$ cat src/rtl/rot_imm_pkg.sv
package rot_imm_pkg;
  localparam int DATA_W = 32;
  localparam int IMM_W  = 8;
  localparam int ROT_W  = 4;
  localparam int FIELD_W = IMM_W + ROT_W;

  function automatic logic [DATA_W-1:0] rotr_fn(logic [DATA_W-1:0] x, int unsigned s);
    logic [2*DATA_W-1:0] d;
    d = {x, x} >> s;
    return d[DATA_W-1:0];
  endfunction
endpackage

$ cat src/rtl/rot_fit.sv
module rot_fit #(
  parameter int DATA_W = rot_imm_pkg::DATA_W,
  parameter int IMM_W  = rot_imm_pkg::IMM_W,
  parameter int ROT_W  = rot_imm_pkg::ROT_W
) (
  input  logic [DATA_W-1:0] cand_i,
  input  logic [ROT_W-1:0]  rot_i,
  output logic              fit_o,
  output logic [IMM_W-1:0]  imm_o
);
  localparam int NUM_ROT  = 1 << ROT_W;
  localparam int ROT_STEP = DATA_W / NUM_ROT;
  localparam int SH_W     = $clog2(DATA_W);

  logic [SH_W-1:0]     shamt;
  logic [2*DATA_W-1:0] dbl;
  logic [DATA_W-1:0]   rotl;

  // left-rotate undoes the decoder's right-rotate
  assign shamt = SH_W'(32'(rot_i) * ROT_STEP);
  assign dbl   = {cand_i, cand_i} << shamt;
  assign rotl  = dbl[2*DATA_W-1:DATA_W];
  assign fit_o = (rotl[DATA_W-1:IMM_W] == '0);
  assign imm_o = rotl[IMM_W-1:0];
endmodule

$ cat src/rtl/imm_decoder.sv
module imm_decoder #(
  parameter int DATA_W = rot_imm_pkg::DATA_W,
  parameter int IMM_W  = rot_imm_pkg::IMM_W,
  parameter int ROT_W  = rot_imm_pkg::ROT_W
) (
  input  logic [IMM_W+ROT_W-1:0] field_i,
  input  logic                   inv_i,
  output logic [DATA_W-1:0]      value_o
);
  localparam int NUM_ROT  = 1 << ROT_W;
  localparam int ROT_STEP = DATA_W / NUM_ROT;
  localparam int SH_W     = $clog2(DATA_W);

  logic [SH_W-1:0]     shamt;
  logic [2*DATA_W-1:0] dbl;
  logic [DATA_W-1:0]   plain;

  assign shamt   = SH_W'(32'(field_i[IMM_W+:ROT_W]) * ROT_STEP);
  assign dbl     = {{(DATA_W-IMM_W){1'b0}}, field_i[IMM_W-1:0],
                    {(DATA_W-IMM_W){1'b0}}, field_i[IMM_W-1:0]} >> shamt;
  assign plain   = dbl[DATA_W-1:0];
  assign value_o = inv_i ? ~plain : plain;
endmodule

$ cat src/rtl/rot_search.sv
module rot_search #(
  parameter int DATA_W = rot_imm_pkg::DATA_W,
  parameter int IMM_W  = rot_imm_pkg::IMM_W,
  parameter int ROT_W  = rot_imm_pkg::ROT_W
) (
  input  logic                   clk_i,
  input  logic                   rst_ni,
  input  logic                   start_i,
  input  logic [DATA_W-1:0]      const_i,
  output logic                   busy_o,
  output logic                   done_o,
  output logic [IMM_W+ROT_W-1:0] field_o,
  output logic                   inv_o,
  output logic                   nrep_o
);
  localparam int FIELD_W  = IMM_W + ROT_W;
  localparam int ROT_STEP = DATA_W / (1 << ROT_W);

  typedef enum logic {S_IDLE, S_SEARCH} state_e;

  state_e             state_q;
  logic [DATA_W-1:0]  val_q;
  logic [ROT_W-1:0]   rot_q;
  logic               pass_inv_q;
  logic [DATA_W-1:0]  cand;
  logic               fit;
  logic [IMM_W-1:0]   imm;

  assign cand = pass_inv_q ? ~val_q : val_q;

  rot_fit #(.DATA_W(DATA_W), .IMM_W(IMM_W), .ROT_W(ROT_W)) u_fit (
    .cand_i(cand), .rot_i(rot_q), .fit_o(fit), .imm_o(imm)
  );

  always_ff @(posedge clk_i or negedge rst_ni) begin
    if (!rst_ni) begin
      state_q    <= S_IDLE;
      val_q      <= '0;
      rot_q      <= '0;
      pass_inv_q <= 1'b0;
      done_o     <= 1'b0;
      field_o    <= '0;
      inv_o      <= 1'b0;
      nrep_o     <= 1'b0;
    end else begin
      done_o <= 1'b0;
      unique case (state_q)
        S_IDLE: if (start_i) begin
          val_q      <= const_i;
          rot_q      <= '0;
          pass_inv_q <= 1'b0;
          state_q    <= S_SEARCH;
        end
        S_SEARCH: begin
          if (fit) begin
            field_o <= {rot_q, imm};
            inv_o   <= pass_inv_q;
            nrep_o  <= 1'b0;
            done_o  <= 1'b1;
            state_q <= S_IDLE;
          end else if (rot_q == '1) begin
            if (pass_inv_q) begin
              field_o <= '0;
              inv_o   <= 1'b0;
              nrep_o  <= 1'b1;
              done_o  <= 1'b1;
              state_q <= S_IDLE;
            end else begin
              pass_inv_q <= 1'b1;
              rot_q      <= '0;
            end
          end else begin
            rot_q <= rot_q + 1'b1;
          end
        end
        default: state_q <= S_IDLE;
      endcase
    end
  end

  assign busy_o = (state_q == S_SEARCH);

  p_done_pulse_r7: assert property (@(posedge clk_i) disable iff (!rst_ni)
    done_o |=> !done_o);
  p_busy_done_excl_r8: assert property (@(posedge clk_i) disable iff (!rst_ni)
    !(busy_o && done_o));
  p_ignore_start_r8: assert property (@(posedge clk_i) disable iff (!rst_ni)
    busy_o && start_i |=> $stable(val_q));
  p_roundtrip_r1: assert property (@(posedge clk_i) disable iff (!rst_ni)
    done_o && !nrep_o |->
      (rot_imm_pkg::rotr_fn(DATA_W'(field_o[IMM_W-1:0]),
         32'(field_o[FIELD_W-1:IMM_W]) * ROT_STEP) == (inv_o ? ~val_q : val_q)));
  p_nrep_clear_r6: assert property (@(posedge clk_i) disable iff (!rst_ni)
    done_o && nrep_o |-> field_o == '0 && !inv_o);
  p_hold_r9: assert property (@(posedge clk_i) disable iff (!rst_ni)
    !done_o |-> $stable(field_o) && $stable(inv_o) && $stable(nrep_o));
endmodule

$ cat src/rtl/rot_imm_encoder.sv
module rot_imm_encoder #(
  parameter int DATA_W = rot_imm_pkg::DATA_W,
  parameter int IMM_W  = rot_imm_pkg::IMM_W,
  parameter int ROT_W  = rot_imm_pkg::ROT_W
) (
  input  logic                   clk_i,
  input  logic                   rst_ni,
  input  logic                   start_i,
  input  logic [DATA_W-1:0]      const_i,
  output logic                   busy_o,
  output logic                   done_o,
  output logic [IMM_W+ROT_W-1:0] field_o,
  output logic                   inv_o,
  output logic                   nrep_o,
  input  logic [IMM_W+ROT_W-1:0] dec_field_i,
  input  logic                   dec_inv_i,
  output logic [DATA_W-1:0]      dec_value_o
);
  rot_search #(.DATA_W(DATA_W), .IMM_W(IMM_W), .ROT_W(ROT_W)) u_search (
    .clk_i(clk_i), .rst_ni(rst_ni), .start_i(start_i), .const_i(const_i),
    .busy_o(busy_o), .done_o(done_o), .field_o(field_o),
    .inv_o(inv_o), .nrep_o(nrep_o)
  );

  imm_decoder #(.DATA_W(DATA_W), .IMM_W(IMM_W), .ROT_W(ROT_W)) u_dec (
    .field_i(dec_field_i), .inv_i(dec_inv_i), .value_o(dec_value_o)
  );
endmodule

$ cat config.mk
export PLATFORM = sky130hd
export DESIGN_NAME = rot_imm_encoder
export DESIGN_NICKNAME = d
export VERILOG_FILES = /design/src/rtl/rot_imm_pkg.sv /design/src/rtl/rot_fit.sv /design/src/rtl/imm_decoder.sv /design/src/rtl/rot_search.sv /design/src/rtl/rot_imm_encoder.sv
export SDC_FILE = /design/constraint.sdc
export NUM_CORES = 1
export LEC_CHECK = 0
export BUFFER_PORTS_ARGS = -buffer_cell sky130_fd_sc_hd__buf_2
export CAP_MARGIN = 10
export CORE_UTILIZATION = 55
export CTS_BUF_LIST = sky130_fd_sc_hd__clkbuf_2 sky130_fd_sc_hd__clkbuf_4 sky130_fd_sc_hd__clkbuf_8
export DETAILED_ROUTE_END_ITERATION = 12
export PLACE_DENSITY = 0.9
export SLEW_MARGIN = 20
export SYNTH_ARGS = -nofsm -noshare
export SYNTH_HDL_FRONTEND = slang
export SYNTH_SLANG_ARGS = --single-unit
export TNS_END_PERCENT = 100
$ cat constraint.sdc
create_clock -name clk_i -period 4.95 [get_ports clk_i]
set_clock_uncertainty 0.1 [all_clocks]
set_input_delay 0.99 -clock clk_i [delete_from_list [all_inputs] [get_ports clk_i]]
set_output_delay 0.99 -clock clk_i [all_outputs]
set_load 0.05 [all_outputs]
# Word-level counts from Yosys, hierarchy flattened
# Index checks and enable logic that the tools add are counted.
[op_classes]
addsub = 1
n_eq_ne = 5
shift = 2
mux = 29
n_bitwise = 3
n_reduce_logical = 7
[ops]
columns = ["operator", "n"]
rows = [
  ["2-to-1 mux 32 bit", 2],
  ["NOT 32 bit", 2],
  ["left shift 64 x 5 -> 64 bit", 1],
  ["right shift 40 x 5 -> 32 bit", 1],
  ["2-to-1 mux 12 bit", 3],
  ["logical NOT 24 bit", 1],
  ["2-to-1 mux 1 bit", 17],
  ["2-to-1 mux 4 bit", 4],
  ["AND reduction 3 bit", 3],
  ["case mux 4 bit (2 select lines)", 1],
  ["inequality test 2 bit, second input constant", 3],
  ["adder 4 x 1 -> 4 bit, second input constant", 1],
  ["equality test 4 bit, second input constant", 1],
  ["case mux 1 bit (2 select lines)", 2],
  ["nonzero test 2 bit", 2],
  ["inequality test 3 bit, second input constant", 1],
  ["AND reduction 2 bit", 1],
  ["NOT 1 bit", 1],
]
[totals]
ff_bits = 53
in_bits = 48
out_inout_bits = 48
word_cells = 55

# Longest topological paths before layout
# Gate-level depths: netlist (run 1).
[logic_depth]
ltp_word = 6
depth_mapped = 13
depth_no_buf = 8

# Cells and area by module
# Synthesis (run 1) repeated with hierarchy kept, for this count alone.
[hier_totals]
hier_cells = 506
hier_area_um2 = 4843.4
[by_module_without_submodules]
columns = ["module", "instances", "cells_per_inst", "area_per_inst_um2", "seq_area_each_um2"]
rows = [
  ["rot_search", 1, 175, 2363.5, 1326.3],
  ["rot_fit", 1, 186, 1437.6, 0.0],
  ["imm_decoder", 1, 145, 1042.2, 0.0],
]

# Least setup slack after synthesis (run 1)
# Ideal clock, no wire load.
[synth_path]
path_kind = "input-to-output"
start = "input port dec_field_i[8]"
end = "output port dec_value_o[8]"
arrival_time_ps = 2964
t_required_ps = 3860
setup_slack_ps = 896
path_stages = 7
n_path_buf = 2
path_cell_list = "clkbuf_1 -> clkbuf_1 -> mux2_2 -> nor2_1 -> a21oi_1 -> nand3_1 -> xnor2_1"
[synth_via]
elab_chain_len = 3
[synth_rtl]
columns = ["element", "line_no", "rtl"]
rows = [
  ["start, declared", "rot_imm_encoder.sv:15", "input logic [IMM_W+ROT_W-1:0] dec_field_i,"],
  ["right shift 40 x 5 -> 32 bit *", "imm_decoder.sv:19", "assign dbl = {{(DATA_W-IMM_W){1'b0}}, field_i[IMM_W-1:0],"],
  ["NOT 32 bit", "imm_decoder.sv:22", "assign value_o = inv_i ? ~plain : plain;"],
  ["2-to-1 mux 32 bit *", "imm_decoder.sv:22", ""],
  ["end, declared", "rot_imm_encoder.sv:17", "output logic [DATA_W-1:0] dec_value_o"],
]
# Mark *: on every way between the ends. The rest lies on a longest branch, timed or not.

# Final worst setup path (run 1)
[layout_path]
start = "register u_search.rot_q[0]"
end = "register u_search.field_o[11]"
[layout_via]
elab_chain_len = 4
elab_cells_between_ends = 7
cone_classes = "eq/ne: 1; shift: 1; mux: 1; reduce/logical: 4"
[layout_rtl]
columns = ["element", "line_no", "rtl"]
rows = [
  ["start, declared", "rot_search.sv:23", "logic [ROT_W-1:0] rot_q;"],
  ["start signal, assigned", "rot_search.sv:73", "rot_q <= rot_q + 1'b1;"],
  ["left shift 64 x 5 -> 64 bit", "rot_fit.sv:21", "assign dbl = {cand_i, cand_i} << shamt;"],
  ["logical NOT 24 bit", "rot_fit.sv:23", "assign fit_o = (rotl[DATA_W-1:IMM_W] == '0);"],
  ["nonzero test 2 bit (no line)", "-", ""],
  ["AND reduction 3 bit (no line)", "-", ""],
  ["end signal, assigned", "rot_search.sv:56", "field_o <= {rot_q, imm};"],
  ["end, declared", "rot_search.sv:12", "output logic [IMM_W+ROT_W-1:0] field_o,"],
]
# Parallel ways exist; a longest one is shown, timed or not.
# A chain may end at the register's enable or synchronous reset.

==> flow_metrics.py, run 1 <==
metrics = {
    "run_status": {
        "run_status": "completed",
    },
    "cells_and_area": {
        "final_cell_mix": "buf_2, dfrtp_1, nand2_1, mux2_2",
        "multi_input_area_um2": 3630,
        "synthToLayoutAreaGrowth_pct": 9.68,
        "final_cells": 760,
        "fin_nets": 679,
        "drive_above_1_share_pct": 31.4,
        "final_cell_area_um2": 5810,
        "regArea_um2": 1330,
        "nFillCells": 776,
        "layout_commonest_cell": "buf_2",
        "antenna_cells": 0,
    },
    "setup_path": {
        "reg2regPathDepth": 9,
        "worst-setup-path-type": "flop to flop",
        "max_stage_delay_ns": 0.94,
        "endpoint": "u_search.field_o[11]",
        "crit_slowest_cell": "dfrtp_2",
        "path_cells": "buf_4, mux4_2, nor3_1, nor3_1, a31oi_1, and3_1, a31oi_2, nor2_1, mux2i_1",
        "cpMostUsedCell": "nor3_1",
        "cp-end-kind": "flop",
        "reg2reg_from": "u_search.rot_q[0]",
        "crit_arrival_ns": 4.18,
        "timing.rr.end": "u_search.field_o[11]",
        "r2r_slack_ns": 0.91,
        "required_ns": 5.09,
        "crit_start": "u_search.rot_q[0]",
        "path_max_fanout": 35,
        "start_kind": "flop",
    },
    "grt": {
        "grt_overflow": 0,
        "grt_pass1_vias": 4701,
        "grt_pass1_wl_um": 23000,
        "grtUsageTotal_pct": 28.3,
        "antenna_found_initial": 0,
        "grt_max_degree": 54,
    },
    "timing": {
        "fin_ws_ns": 0.909,
        "fin_crit_ns": 4.04,
        "timing.final.max_slew_violations": 0,
        "max_freq_mhz": 247,
        "post-route-period-util_pct": 81.6,
        "final_hold_viol_count": 0,
        "setup_tns_ns": 0,
        "worst_pin_slew_ns": 1.03,
        "rsz0062_at_grt": "no",
        "worst_slew_margin_rel_pct": 31.1,
        "final-setup-viol-count": 0,
        "whs_ns": 0.425,
    },
    "logic_synthesis": {
        "synth_ff_type": "dfrtp_1",
        "ys_warn_count": 0,
        "synth_cells": 576,
        "synthArstFlopShare_pct": 100,
        "ys_ff_latch": 53,
        "syn_area_per_cell_um2": 9.20,
        "syn_area_um2": 5300,
        "yosysSeqAreaShare_pct": 25.0,
        "synth-edff-count": 0,
        "syn_nets": 625,
        "ys_types": 74,
    },
    "placement": {
        "dp.cells": 752,
        "port_buffers": 95,
        "gp_congestion": 0.962,
        "dp_hpwl_um": 10100,
        "detailedPlace.worstSlack_ns": 1.01,
        "placed_area_um2": 5720,
    },
    "floorplanning": {
        "core_area_um2": 9280,
        "die_area_um2": 10000,
        "row_count": 35,
        "die_width_um": 100,
        "die_h_um": 100,
        "initial_core_util_pct": 57.1,
        "io_pins": 96,
    },
    "min_path": {
        "hp-class": "flop to flop",
    },
    "clock_network": {
        "root_buffer": "clkbuf_8",
        "clock_path_buffers": 2,
        "postCtsSetupBuffers": 0,
        "cts.clk_slew.worst_paths_ns": 0.11,
        "cts_tree": "built",
        "clock-sinks": 53,
        "cts-buffers-inserted": 5,
        "clk_latency_ns": 0.31,
        "cts_resized": 0,
        "htree_levels": 2,
        "postCtsHoldBufs": 0,
    },
    "pwr": {
        "pwr-share-comb_pct": 66.5,
        "p_leak_uw": 0.00241,
        "irDropWorstVdd_v": 0.000436,
        "p_int_uw": 1910,
        "p_sw_share_pct": 51.2,
        "power.net_switching_uw": 2010,
        "power_density_nw_per_um2": 675,
        "seqPwrFrac_pct": 26.9,
        "power_frac_clock_pct": 6.6,
    },
    "flow_run": {
        "maxCapViolCount": 0,
    },
    "routing": {
        "first_pass_iters": 5,
        "detail_route.wl_per_cell_um": 18.4,
        "num_vias": 5037,
        "wirelength_um": 14000,
        "post_drt_via_cell_ratio": 6.63,
        "drc_errors": 0,
        "ant_nets": 0,
        "drtIter0Drc": 580,
    },
}
[synthesized netlist by cell type, types with 9 or more instances]
master | n | area [um2]
a21oi_1 | 22 | 110
a31oi_1 | 12 | 75.1
buf_2 | 9 | 45.0
clkbuf_1 | 30 | 113
dfrtp_1 | 53 | 1330
mux2_2 | 43 | 484
mux2i_1 | 39 | 390
mux4_2 | 22 | 495
nand2_1 | 51 | 191
nand2b_1 | 10 | 62.6
nand3_1 | 21 | 105
nor2_1 | 34 | 128
nor3_1 | 20 | 100
o21ai_0 | 15 | 75.1
xnor2_1 | 39 | 342
[power by group through the flow]
stage	registers, uW	clock network [uW]	logic (uW)
2_1_floorplan	755	0	2290
3_3_place_gp	1010	0	2460
3_5_place_dp	1040	0	2530
4_1_cts	1030	262	2550
5_1_grt	1080	279	2780
6_report	1060	260	2610
[registers in the layout, indices dropped and copies added (netlist names)]
signal / cells
u_search.pass_inv_q: 1
u_search.rot_q: 4
u_search.val_q: 32
u_search.nrep_o: 1
u_search.field_o: 12
u_search.busy_o: 1
u_search.inv_o: 1
u_search.done_o: 1
[worst min path at each step]
stage | start | endpoint | slack (ns) | cells past startpoint
finish | u_search.field_o[8] | u_search.field_o[8] | 0.43 | 1
global route | u_search.field_o[8] | u_search.field_o[8] | 0.45 | 1
CTS | u_search.field_o[8] | u_search.field_o[8] | 0.43 | 1
detailed placement | u_search.field_o[8] | u_search.field_o[8] | 0.40 | 1
global placement | u_search.nrep_o | u_search.nrep_o | 0.40 | 2
floorplan | u_search.val_q[16] | u_search.val_q[16] | 0.43 | 1
[logic make-up after synthesis]
kind of cell,share of synthesized area (%)
buffers and inverters,6.45
adders and majority gates,0.236
and+or+nand+nor,18.0
DFF,25.0
AOI/OAI and AO/OA,15.4
muxes,27.6
xor gates and xnor gates,7.27
[through the flow]
stage | total power (uW) | utilization, %
floorplan | 3050 | -
global placement | 3470 | 61.6
detailed placement | 3570 | 61.6
CTS | 3840 | 62.6
global route | 4140 | 62.6
finish | 3920 | 62.6
[worst max-delay path: cells and delay by family, from the launching register on]
| family | cells | cell delay, ns |
|---|---|---|
| compound gates | 2 | 0.38 |
| flops | 1 | 0.94 |
| mux | 2 | 0.87 |
| buf+inv | 1 | 0.42 |
| simple gates | 4 | 1.26 |
[layer usage]
layer,track usage [%],share of wire [%]
met3,4.25,8.7
met4,14.0,4.5
met5,0,0
met2,46.7,47
met1,36.6,40
[layout make-up]
cell class                 count  area share (%)
clock inverter                 3           0.431
clock buffer                   5            1.18
tap                          129            2.78
multi-input combinational    454            62.5
sequential                    53            22.8
inverter                      10           0.646
timing repair buffer         106            9.60
Note: power is estimated with default switching activity, not from simulation.
==> run 2: changes to the inputs <==
--- a/config.mk
+++ b/config.mk
@@ -7,7 +7,7 @@
 export LEC_CHECK = 0
 export BUFFER_PORTS_ARGS = -buffer_cell sky130_fd_sc_hd__buf_2
 export CAP_MARGIN = 10
-export CORE_UTILIZATION = 55
+export CORE_UTILIZATION = 53
 export CTS_BUF_LIST = sky130_fd_sc_hd__clkbuf_2 sky130_fd_sc_hd__clkbuf_4 sky130_fd_sc_hd__clkbuf_8
 export DETAILED_ROUTE_END_ITERATION = 12
 export PLACE_DENSITY = 0.9
==> constraint.sdc (replaced) <==
create_clock -name clk_i -period 3.32 [get_ports clk_i]
set_clock_uncertainty 0.1 [all_clocks]
set_input_delay 0.664 -clock clk_i [delete_from_list [all_inputs] [get_ports clk_i]]
set_output_delay 0.664 -clock clk_i [all_outputs]
set_load 0.05 [all_outputs]
==> run 2 against run 1 <==
Effect of this change: register-to-register slack got worse by 0.86 ns; via count increased by 3.6%; sequential power increased by 30%; critical endpoint is now u_search.field_o[1].
==> flow_metrics.py, run 2 (synthesis gave the netlist of run 1 again) <==
metrics = {
    "run_status": {
        "run_status": "completed",
    },
    "cells_and_area": {
        "fin_nets": 716,
        "reg.largest.list": "u_search.val_q x32, u_search.field_o x12, u_search.rot_q x4",
        "antenna_cells": 0,
        "drive_above_1_share_pct": 37.7,
        "layout_commonest_cell": "buf_2",
        "final_cell_area_um2": 6300,
        "synthToLayoutAreaGrowth_pct": 18.9,
        "largest_register_ffs": 32,
        "final_cell_mix": "buf_2, nand2_1, dfrtp_1, mux2_2, buf_4",
        "largest_register": "u_search.val_q",
    },
    "timing": {
        "post-route-period-util_pct": 98.6,
        "timing.final.max_slew_violations": 0,
        "worst_slew_margin_rel_pct": 50.9,
        "final-setup-viol-count": 0,
        "final_hold_viol_count": 0,
        "fin_ws_ns": 0.0479,
        "worst_pin_slew_ns": 0.736,
        "whs_ns": 0.297,
        "max_freq_mhz": 306,
        "rsz0062_at_grt": "yes",
        "fin_crit_ns": 3.27,
    },
    "floorplanning": {
        "die_width_um": 102,
        "io_pins": 96,
        "core_area_um2": 9730,
        "row_count": 36,
        "die_area_um2": 10400,
        "die_h_um": 102,
        "initial_core_util_pct": 54.5,
    },
    "setup_path": {
        "reg2regPathDepth": 9,
        "crit_slowest_cell": "mux4_2",
        "crit_arrival_ns": 3.38,
        "path_max_fanout": 12,
        "max_stage_delay_ns": 0.54,
        "r2r_slack_ns": 0.05,
        "timing.rr.end": "u_search.field_o[1]",
        "worst-setup-path-type": "flop to flop",
        "crit_buf_inv": 2,
        "required_ns": 3.43,
        "path_cells": "clkbuf_4, buf_4, mux4_2, nor4_2, o21ai_1, a2111oi_4, a31oi_4, or3_4, a32o_1",
        "cp_top_family": "compound AO/OA/AOI/OAI gates",
        "cp-end-kind": "flop",
        "start_kind": "flop",
        "reg2reg_from": "u_search.rot_q[0]",
    },
    "pwr": {
        "power_density_nw_per_um2": 1030,
        "irDropWorstVdd_v": 0.000681,
        "p_leak_uw": 0.00269,
        "power_uw": 6510,
    },
    "routing": {
        "first_pass_iters": 6,
        "wirelength_um": 15500,
        "drtIter0Drc": 671,
        "drc_errors": 0,
        "detail_route.wl_per_cell_um": 19.4,
        "ant_nets": 0,
        "post_drt_via_cell_ratio": 6.51,
        "num_vias": 5218,
    },
    "clock_network": {
        "clock_path_buffers": 2,
        "htree_levels": 2,
        "cts-buffers-inserted": 5,
        "clock-sinks": 53,
        "postCtsHoldBufs": 0,
        "root_buffer": "clkbuf_8",
        "cts.clk_slew.worst_paths_ns": 0.10,
        "cts_tree": "built",
        "clk_latency_ns": 0.32,
    },
    "min_path": {
        "hp-class": "input port to async pin",
    },
    "placement": {
        "port_buffers": 95,
        "dp_hpwl_um": 11600,
        "detailedPlace.worstSlack_ns": -0.130,
        "placed_area_um2": 6070,
        "gp_congestion": 0.978,
    },
    "grt": {
        "grtUsageTotal_pct": 30.5,
        "grt_pass1_vias": 4811,
        "grt_pass1_wl_um": 24700,
        "grt_max_degree": 37,
        "antenna_found_initial": 0,
        "grt_overflow": 0,
    },
    "flow_run": {
        "maxCapViolCount": 0,
    },
}
run 2: worst register-to-register path, stage by stage, from the launching register on:
cell       delay [ns]
dfrtp_4          0.44
clkbuf_4         0.23
buf_4            0.14
mux4_2           0.54
nor4_2           0.26
o21ai_1          0.12
a2111oi_4        0.43
a31oi_4          0.11
or3_4            0.51
a32o_1           0.30
run 2: final cells by class:
class | instances | area (um2)
clock buffers | 7 | 90.1
clock inverters | 1 | 30.0
fillers | 781 | 3430
inverters | 10 | 41.3
multi-input cells | 454 | 3760
flip-flops and latches | 53 | 1330
well taps | 133 | 166
repair buffers | 143 | 886
run 2: power by group:
| group | total [uW] | switching, uW | internal, uW |
|---|---|---|---|
| logic | 4660 | 2500 | 2160 |
| registers | 1380 | 494 | 885 |
| clock network | 468 | 214 | 254 |
| total | 6510 | 3210 | 3300 |
run 2: how the worst max path moves through the flow:
stage / start / endpoint / slack [ns] / cells past startpoint
after floorplan: dec_field_i[8] / dec_value_o[17] / 0.02 / 6
after global placement: u_search.rot_q[0] / u_search.field_o[4] / -0.10 / 8
after detailed placement: u_search.rot_q[0] / u_search.field_o[9] / -0.13 / 9
after CTS: u_search.rot_q[0] / u_search.field_o[1] / 0.02 / 8
after global routing: u_search.rot_q[0] / u_search.field_o[1] / -0.02 / 9
final: u_search.rot_q[0] / u_search.field_o[1] / 0.05 / 9
run 2: through the flow:
stage	utilization (%)	TNS [ns]	cells
2_1_floorplan	-	0	576
3_3_place_gp	62.4	-0.739	786
3_5_place_dp	62.4	-1.07	786
4_1_cts	63.7	0	794
5_1_grt	64.8	-0.114	801
6_report	64.8	0	801
run 2: per-layer routing:
metal / share of wire (%) / up-vias / GRT usage, %
li1: - / 2336 / -
met1: 39 / 2484 / 37.9
met2: 49 / 335 / 52.3
met3: 8.7 / 63 / 4.99
met4: 3.7 / 0 / 13.7
met5: 0 / - / 0
run 2: what timing repair did:
action	CTS	global route
endpoints found under the hold margin	0	0
pin swaps	0	4
endpoints found under the setup margin	14	14
setup buffers	0	7
gates resized for setup	2	8
